File: config.mk
export PLATFORM = sky130hd
export DESIGN_NAME = apb_cmd_master
export DESIGN_NICKNAME = d
export VERILOG_FILES = /design/src/rtl/apbm_pkg.sv /design/src/rtl/apbm_ctrl.sv /design/src/rtl/apbm_bus.sv /design/src/rtl/apbm_rcap.sv /design/src/rtl/apb_cmd_master.sv
export SDC_FILE = /design/constraint.sdc
export NUM_CORES = 1
export LEC_CHECK = 0
export ABC_AREA = 1
export BUFFER_PORTS_ARGS = -buffer_cell sky130_fd_sc_hd__buf_2
export CAP_MARGIN = 25
export CORE_MARGIN = 8
export CORE_UTILIZATION = 45
export CTS_BUF_LIST = sky130_fd_sc_hd__clkbuf_16
export DETAILED_ROUTE_END_ITERATION = 8
export GPL_TIMING_DRIVEN = 0
export PLACE_DENSITY = 0.69
export SLEW_MARGIN = 5
export SYNTH_ARGS = -nofsm -noshare
export SYNTH_HDL_FRONTEND = slang
export SYNTH_SLANG_ARGS = --single-unit
File: constraint.sdc
create_clock -name clk -period 1.8 [get_ports clk]
set_input_delay 0.09 -clock clk [delete_from_list [all_inputs] [get_ports clk]]
set_output_delay 0.09 -clock clk [all_outputs]
set_load 0.005 [all_outputs]
File: src/rtl/apbm_pkg.sv
package apbm_pkg;

  // Command operation codes carried on cmd_op.
  localparam logic [1:0] OP_IDLE  = 2'b00;
  localparam logic [1:0] OP_WRITE = 2'b01;
  localparam logic [1:0] OP_READ  = 2'b10;

  // Sequencer phases.
  typedef enum logic [1:0] {
    ST_IDLE   = 2'd0,
    ST_SETUP  = 2'd1,
    ST_ENABLE = 2'd2,
    ST_GAP    = 2'd3
  } seq_state_e;

endpackage

File: src/rtl/apbm_ctrl.sv
module apbm_ctrl
  import apbm_pkg::*;
#(
  parameter int IDLE_W    = 8,
  parameter int LEN_W     = 6,
  parameter int MAX_BEATS = 32
) (
  input  logic              clk,
  input  logic              rst_n,
  input  logic              cmd_valid,
  input  logic [1:0]        cmd_op,
  input  logic [IDLE_W-1:0] cmd_idles,
  input  logic              cmd_burst,
  input  logic [LEN_W-1:0]  cmd_len,
  output logic              cmd_ready,
  output logic              go_first,
  output logic              first_write,
  output logic              go_next,
  output logic              go_enable,
  output logic              cap_en,
  output logic              done
);

  localparam int CNT_W = $clog2(MAX_BEATS + 1);

  seq_state_e        state_q;
  logic              wr_q;
  logic              burst_q;
  logic [CNT_W-1:0]  beats_q;
  logic [IDLE_W-1:0] idles_q;
  logic [IDLE_W-1:0] gap_q;
  logic              done_q;

  logic              accept;
  logic              is_xfer;
  logic              last_beat;
  logic [IDLE_W-1:0] gap_after;

  // Effective beat count: single access is one beat, burst length clamped.
  function automatic logic [CNT_W-1:0] beats_of(input logic burst,
                                                input logic [LEN_W-1:0] len);
    if (!burst || len == '0)
      return CNT_W'(1);
    else if (int'(len) > MAX_BEATS)
      return CNT_W'(MAX_BEATS);
    else
      return CNT_W'(len);
  endfunction

  assign cmd_ready   = (state_q == ST_IDLE);
  assign accept      = cmd_valid && cmd_ready;
  assign is_xfer     = (cmd_op == OP_WRITE) || (cmd_op == OP_READ);
  assign first_write = (cmd_op == OP_WRITE);
  assign go_first    = accept && is_xfer;
  assign go_enable   = (state_q == ST_SETUP);
  assign last_beat   = (beats_q == CNT_W'(1));
  assign go_next     = (state_q == ST_ENABLE) && burst_q && !last_beat;
  assign cap_en      = (state_q == ST_ENABLE) && !wr_q;
  assign gap_after   = burst_q ? IDLE_W'(1) : idles_q;
  assign done        = done_q;

  always_ff @(posedge clk or negedge rst_n) begin
    if (!rst_n) begin
      state_q <= ST_IDLE;
      wr_q    <= 1'b0;
      burst_q <= 1'b0;
      beats_q <= '0;
      idles_q <= '0;
      gap_q   <= '0;
      done_q  <= 1'b0;
    end else begin
      done_q <= 1'b0;
      unique case (state_q)
        ST_IDLE: begin
          if (accept) begin
            if (is_xfer) begin
              state_q <= ST_SETUP;
              wr_q    <= first_write;
              burst_q <= cmd_burst;
              beats_q <= beats_of(cmd_burst, cmd_len);
              idles_q <= cmd_idles;
            end else if (cmd_idles == '0) begin
              done_q <= 1'b1;
            end else begin
              state_q <= ST_GAP;
              gap_q   <= cmd_idles;
            end
          end
        end
        ST_SETUP: begin
          state_q <= ST_ENABLE;
        end
        ST_ENABLE: begin
          if (go_next) begin
            state_q <= ST_SETUP;
            beats_q <= beats_q - CNT_W'(1);
          end else if (gap_after == '0) begin
            state_q <= ST_IDLE;
            done_q  <= 1'b1;
          end else begin
            state_q <= ST_GAP;
            gap_q   <= gap_after;
          end
        end
        ST_GAP: begin
          if (gap_q == IDLE_W'(1)) begin
            state_q <= ST_IDLE;
            done_q  <= 1'b1;
          end else begin
            gap_q <= gap_q - IDLE_W'(1);
          end
        end
        default: state_q <= ST_IDLE;
      endcase
    end
  end

endmodule

File: src/rtl/apbm_bus.sv
module apbm_bus #(
  parameter int ADDR_W = 32,
  parameter int DATA_W = 32
) (
  input  logic              clk,
  input  logic              rst_n,
  input  logic              go_first,
  input  logic              first_write,
  input  logic              go_next,
  input  logic              go_enable,
  input  logic [ADDR_W-1:0] cmd_addr,
  input  logic [DATA_W-1:0] cmd_wdata,
  output logic [ADDR_W-1:0] bus_addr,
  output logic              bus_write,
  output logic              bus_sel,
  output logic              bus_enable,
  output logic [DATA_W-1:0] bus_wdata
);

  localparam int STEP = DATA_W / 8;

  always_ff @(posedge clk or negedge rst_n) begin
    if (!rst_n) begin
      bus_addr   <= '0;
      bus_write  <= 1'b0;
      bus_sel    <= 1'b0;
      bus_enable <= 1'b0;
      bus_wdata  <= '0;
    end else if (go_first) begin
      bus_addr   <= cmd_addr;
      bus_write  <= first_write;
      bus_sel    <= 1'b1;
      bus_enable <= 1'b0;
      if (first_write)
        bus_wdata <= cmd_wdata;
    end else if (go_next) begin
      // Next burst beat: word step, data and direction carried over.
      bus_addr   <= bus_addr + ADDR_W'(STEP);
      bus_sel    <= 1'b1;
      bus_enable <= 1'b0;
    end else if (go_enable) begin
      bus_enable <= 1'b1;
    end else begin
      // Idle: address and direction held to avoid toggling.
      bus_sel    <= 1'b0;
      bus_enable <= 1'b0;
      bus_wdata  <= '0;
    end
  end

endmodule

File: src/rtl/apbm_rcap.sv
module apbm_rcap #(
  parameter int DATA_W = 32
) (
  input  logic              clk,
  input  logic              rst_n,
  input  logic              cap_en,
  input  logic [DATA_W-1:0] bus_rdata,
  output logic              rd_valid,
  output logic [DATA_W-1:0] rd_data
);

  always_ff @(posedge clk or negedge rst_n) begin
    if (!rst_n) begin
      rd_valid <= 1'b0;
      rd_data  <= '0;
    end else begin
      rd_valid <= cap_en;
      if (cap_en)
        rd_data <= bus_rdata;
    end
  end

endmodule

File: src/rtl/apb_cmd_master.sv
module apb_cmd_master #(
  parameter int ADDR_W    = 32,
  parameter int DATA_W    = 32,
  parameter int IDLE_W    = 8,
  parameter int LEN_W     = 6,
  parameter int MAX_BEATS = 32
) (
  input  logic              clk,
  input  logic              rst_n,
  input  logic              cmd_valid,
  output logic              cmd_ready,
  input  logic [1:0]        cmd_op,
  input  logic [ADDR_W-1:0] cmd_addr,
  input  logic [DATA_W-1:0] cmd_wdata,
  input  logic [IDLE_W-1:0] cmd_idles,
  input  logic              cmd_burst,
  input  logic [LEN_W-1:0]  cmd_len,
  output logic [ADDR_W-1:0] bus_addr,
  output logic              bus_write,
  output logic              bus_sel,
  output logic              bus_enable,
  output logic [DATA_W-1:0] bus_wdata,
  input  logic [DATA_W-1:0] bus_rdata,
  output logic              rd_valid,
  output logic [DATA_W-1:0] rd_data,
  output logic              done
);

  logic go_first;
  logic first_write;
  logic go_next;
  logic go_enable;
  logic cap_en;

  apbm_ctrl #(
    .IDLE_W    (IDLE_W),
    .LEN_W     (LEN_W),
    .MAX_BEATS (MAX_BEATS)
  ) u_ctrl (
    .clk         (clk),
    .rst_n       (rst_n),
    .cmd_valid   (cmd_valid),
    .cmd_op      (cmd_op),
    .cmd_idles   (cmd_idles),
    .cmd_burst   (cmd_burst),
    .cmd_len     (cmd_len),
    .cmd_ready   (cmd_ready),
    .go_first    (go_first),
    .first_write (first_write),
    .go_next     (go_next),
    .go_enable   (go_enable),
    .cap_en      (cap_en),
    .done        (done)
  );

  apbm_bus #(
    .ADDR_W (ADDR_W),
    .DATA_W (DATA_W)
  ) u_bus (
    .clk         (clk),
    .rst_n       (rst_n),
    .go_first    (go_first),
    .first_write (first_write),
    .go_next     (go_next),
    .go_enable   (go_enable),
    .cmd_addr    (cmd_addr),
    .cmd_wdata   (cmd_wdata),
    .bus_addr    (bus_addr),
    .bus_write   (bus_write),
    .bus_sel     (bus_sel),
    .bus_enable  (bus_enable),
    .bus_wdata   (bus_wdata)
  );

  apbm_rcap #(
    .DATA_W (DATA_W)
  ) u_rcap (
    .clk       (clk),
    .rst_n     (rst_n),
    .cap_en    (cap_en),
    .bus_rdata (bus_rdata),
    .rd_valid  (rd_valid),
    .rd_data   (rd_data)
  );

endmodule

# Word-level counts from Yosys, hierarchy flattened

Cells that the tools add are included.
Widths: inputs -> output; s select.

Flip-flop bits (word level): 127
Output and inout port bits: 102
Input port bits: 116
Logic and storage cells: 101

Multiplexer cells: 40
Reduce and logical (&&, ||, !) cells: 22
Order comparisons: 1
Equality and inequality tests: 21
Add/subtract/negate cells: 3

Operator list:

| operator              | count |
|---|---|
| $mux 32               | 6 |
| $mux 8                | 7 |
| $add 32x3->32 const B | 1 |
| $mux 6                | 5 |
| $pmux 8 s3            | 1 |
| $ne 2x2->1 const B    | 10 |
| $logic_not 8->1       | 2 |
| $mux 1                | 12 |
| $mux 2                | 6 |
| $pmux 6 s2            | 1 |
| $reduce_and 3->1      | 3 |
| $eq 8x1->1 const B    | 1 |
| $pmux 2 s4            | 1 |
| $sub 8x1->8 const B   | 1 |
| $reduce_and 7->1      | 1 |
| $eq 2x2->1 const B    | 3 |
| $eq 6x1->1 const B    | 1 |
| $gt 6x6->1 const B    | 1 |
| $logic_not 6->1       | 1 |
| $ne 3x3->1 const B    | 2 |
| $sub 6x1->6 const B   | 1 |
| $logic_and 1x1->1     | 5 |
| $eq 2x1->1 const B    | 2 |
| $ne 2x1->1 const B    | 2 |
| other kinds (7)       | 11 |

# Logic depth before layout (Yosys ltp)

Depth in word-level cells: 6
Depth in mapped cells: 10
Mapped depth without buffers: 10

# By module

From an unflattened synthesis, not the netlist that was laid out.

Cell total of the unflattened synthesis: 868
Area, all modules: 6725.2 µm²

Modules (own cells, without submodules):

| module    | area each (µm²) | instances | cells each | sequential area each (µm²) |
|---|---|---|---|---|
| apbm_bus  | 3609.7          | 1         | 461        | 1676.6 |
| apbm_ctrl | 1798.0          | 1         | 270        | 675.6 |
| apbm_rcap | 1317.5          | 1         | 137        | 825.8 |

# Worst setup path after synthesis

No wires, ideal clock.

Kind: register to register
From: register u_bus.bus_addr[2]
To: register u_bus.bus_addr[30]
Path slack: 262 ps
Clock period less this slack: 1538 ps
Buffers on the path: 0
Cell stages (with the launch flop): 11
Library setup time: 116 ps
Data required time: 1684 ps
Arrival time: 1421 ps
Cells stage by stage: dfrtp_1 > ha_1 > nand2_1 > nor2_2 > nand2_1 > nor2_1 > nand2_1 > nand2_1 > nand3_1 > nand2_1 > nand2_1

Word-level cells in the longest chain between the ends: 3

Ends and longest elaborated chain:

| element                | line           | RTL |
|---|---|---|
| start, declared        | apbm_bus.sv:13 | `output logic [ADDR_W-1:0] bus_addr,` |
| start signal, assigned | apbm_bus.sv:30 | `bus_addr <= cmd_addr;` |
| start signal, assigned | apbm_bus.sv:38 | `bus_addr <= bus_addr + ADDR_W'(STEP);` |
| $add 32x3->32          | apbm_bus.sv:38 |  |
| $mux 32                | apbm_bus.sv:36 | `end else if (go_next) begin` |
| $mux 32                | apbm_bus.sv:29 | `end else if (go_first) begin` |

No other way between the ends. The select of a mux whose other input is x is not followed.
A chain may end at the register's enable or synchronous reset.

# Worst setup path after layout

From: register u_ctrl.state_q[0]
To: register u_rcap.rd_data[30]

Word-level cells in the longest chain between the ends: 2

Ends and longest elaborated chain:

| element                | line            | RTL |
|---|---|---|
| start, declared        | apbm_ctrl.sv:26 | `seq_state_e state_q;` |
| start signal, assigned | apbm_ctrl.sv:64 | `state_q <= ST_IDLE;` |
| start signal, assigned | apbm_ctrl.sv:77 | `state_q <= ST_SETUP;` |
| start signal, assigned | apbm_ctrl.sv:85 | `state_q <= ST_GAP;` |
| $eq 2x2->1             | apbm_ctrl.sv:58 | `assign cap_en = (state_q == ST_ENABLE) && !wr_q;` |
| $logic_and 1x1->1      | apbm_ctrl.sv:58 |  |
| end signal, assigned   | apbm_rcap.sv:19 | `rd_data <= bus_rdata;` |
| end, declared          | apbm_rcap.sv:9  | `output logic [DATA_W-1:0] rd_data` |

No other way between the ends.

==> impl_metrics.ini <==
[clock_tree]
root_buffer = clkbuf_16
clock_sinks = 127
cts_tree = yes
worstSkewPairLatency_ns = 0.42
cts_buffer_depth = 2
clk_pin_slew_ns = 0.06
numCtsBuffers = 17
htreeDepth = 4

[placement]
place_congestion = 0.891
place_area_um2 = 8270
pre_cts_ws_ns = -0.111
place_hpwl_um = 16600
io_buffers = 217

[timing]
fmax_mhz = 592
setup_viol_count_final = 0
hold_violations = 0
rsz0062_at_grt = true
slew_headroom_pct = 61.5
final_max_slew_viol_count = 0
layout_min_cycle_time_ns = 1.69
fin_skew_ns = 0.00688
period_share_pct = 93.8
setup_ws_ns = 0.112
worst-slew-pin-transition_ns = 0.577

[synthesis]
yosysTopAreaCell = dfrtp_1
yosysTopAreaCellShare_pct = 46.0
syn-cell-area_um2 = 6910
yosysSeqAreaShare_pct = 46.0
synthCells = 955
ys_top_cells_by_count = nand2_1, nor2_1, dfrtp_1, nand3_1, inv_1
synth_ff_type = dfrtp_1
synth_warnings = 0
netlist_top_cells_area = dfrtp_1, nand2_1, nor2_1
avgSynthCellArea_um2 = 7.24
async_flop_share_pct = 100
ys_seq_elements = 127
synth.distinct_cells = 37
syn-num-nets = 1077
synth.most_common_cell = nand2_1
synth-edff-count = 0

[critical_path]
worst-r2r-cell-count = 8
cp_max_fo = 10
r2r_slack_ns = 0.11
rr_endpoint = u_rcap.rd_data[30]
crit_type = reg2reg
r2r-start = u_ctrl.state_q[0]
startpoint_type = register
required_ns = 2.10
arrival_ns = 1.98
cp-end-kind = register

[run]
drv_cap = 0

[worst_hold_path]
min_path_type = in2reg
hold_path_depth = 5
worstHoldStart = cmd_addr[2]
whs_endpoint = u_bus.bus_addr[2]

[global_route]
grt_pass1_vias = 7623
grt_max_degree = 68
grt.overflow.total = 0
grtUsageTotal_pct = 24.7
grt_pass1_wl_um = 39000
grt_antenna_before_repair = 4

[cells_and_area]
drive_gt1_share_pct = 25.0
fin_util_pct = 65.4
fillCellCount = 1358
area_growth_pct = 42.8
regArea_um2 = 3180
final_cell_area_um2 = 9870
multiInputGateArea_um2 = 3300
layout.nets = 1410

[floorplan]
die_h_um = 140
fp-row-count = 45
initial_utilization_pct = 45.8
die-width_um = 140
dieArea_um2 = 19600
core_um2 = 15100
io_pins = 218

[pwr]
p_leak_nw = 5.30
ir_drop_uv = 849
powerDensity_nw_per_um2 = 1440
power.total_mw = 14.2

[outcome]
outcome = finished, final reports clean

[routing]
drt_iter0_drc = 540
drt-vias-per-instance = 5.08
route.detailed.drc = 0
drtAntennaViolNets = 0
first_pass_iters = 5
via_count = 7574
wire_per_inst_um = 16.1
totalWireLength_um = 24000
[report_power, final]
part	switching (mW)	total, mW	internal, mW
logic	3.59	5.96	2.37
clock network	1.34	3.37	2.03
registers	0.976	4.89	3.91
total	5.90	14.2	8.31
[sequential cells by signal, indices dropped and copies added (netlist names)]
signal            count
u_bus.bus_addr       32
u_ctrl.burst_q        1
u_bus.bus_sel         1
u_ctrl.done           1
u_ctrl.gap_q          8
u_ctrl.beats_q        6
u_bus.bus_write       1
u_ctrl.idles_q        8
u_bus.bus_wdata      32
u_bus.bus_enable      1
u_rcap.rd_data       32
u_ctrl.state_q        2
u_ctrl.wr_q           1
u_rcap.rd_valid       1
[placed cells by master, fill, tap and decap left out, drive strengths merged]
master,n
a21boi,1
a21oi,6
a22oi,5
a31oi,7
buf,253
bufinv,2
clkbuf,24
clkinv,5
clkinvlp,4
dfrtp,127
diode,5
dlygate4sd3,94
ha,6
inv,68
nand2,369
nand3,89
nand3b,3
nand4,38
nor2,138
nor3b,2
o211ai,4
o21ai,39
o21bai,2
o221ai,3
o22ai,1
or2,7
xor2,2
[worst max-delay path, stage by stage (launching register included)]
cell	delay, ns
dfrtp_1	0.45
inv_2	0.12
nand2_4	0.07
buf_8	0.15
nor2_2	0.32
inv_2	0.11
buf_2	0.21
nand2_1	0.08
nand2_1	0.06
[metal layers]
metal	up-vias	GRT usage, %	part of all wire [%]
met3	63	5.88	6.9
li1	3742	-	-
met5	-	0	0
met1	3480	29.7	41
met2	289	41.1	49
met4	0	11.4	3.7
[kinds of logic after synthesis]
logic type,synth area share (%)
simple gates,39.8
fa+ha+maj,1.09
compound gates,5.94
xor+xnor,0.253
flops,46.0
buf+inv,6.95
[worst max path at each step]
stage	startpoint	to	slack [ns]	depth (start not counted)
final	u_ctrl.state_q[0]	u_rcap.rd_data[30]	0.11	8
after floorplan	u_bus.bus_addr[2]	u_bus.bus_addr[30]	0.26	10
after global placement	rst_n	u_bus.bus_wdata[27]	-1.19	1
after global routing	u_ctrl.beats_q[1]	u_bus.bus_addr[10]	-0.01	9
after detailed placement	u_bus.bus_addr[2]	u_bus.bus_addr[30]	-0.11	10
after CTS	u_bus.bus_addr[2]	u_bus.bus_addr[30]	0.01	10
[area by class of cell]
| type | count | share of cell area (%) |
|---|---|---|
| clock inverter | 13 | 1.44 |
| buffer | 40 | 2.45 |
| tap | 188 | 2.38 |
| multi-input combinational | 722 | 33.4 |
| antenna | 5 | 0.127 |
| sequential | 127 | 32.2 |
| timing repair buffer | 314 | 21.2 |
| inverter | 66 | 2.53 |
| clock buffer | 17 | 4.31 |
[metrics by stage]
step	hold WS, ns	std cells	setup TNS [ns]
after detailed placement	0.104	1361	-0.429
after floorplan	-0.206	955	0
after CTS	0.00111	1485	0
final	0.0125	1492	0
after global placement	0.283	1360	-149.36
after global routing	0.0311	1491	-0.0204
[repair_timing]
action / CTS / global route
pin swaps: 0 / 1
buffers inserted: 0 / 2
cloned: 0 / 0
endpoints found under the setup margin: 6 / 41
gates resized for setup: 2 / 23
hold buffers: 94 / 0
endpoints found under the hold margin: 153 / 0
Power figures use the tool's default switching activity.
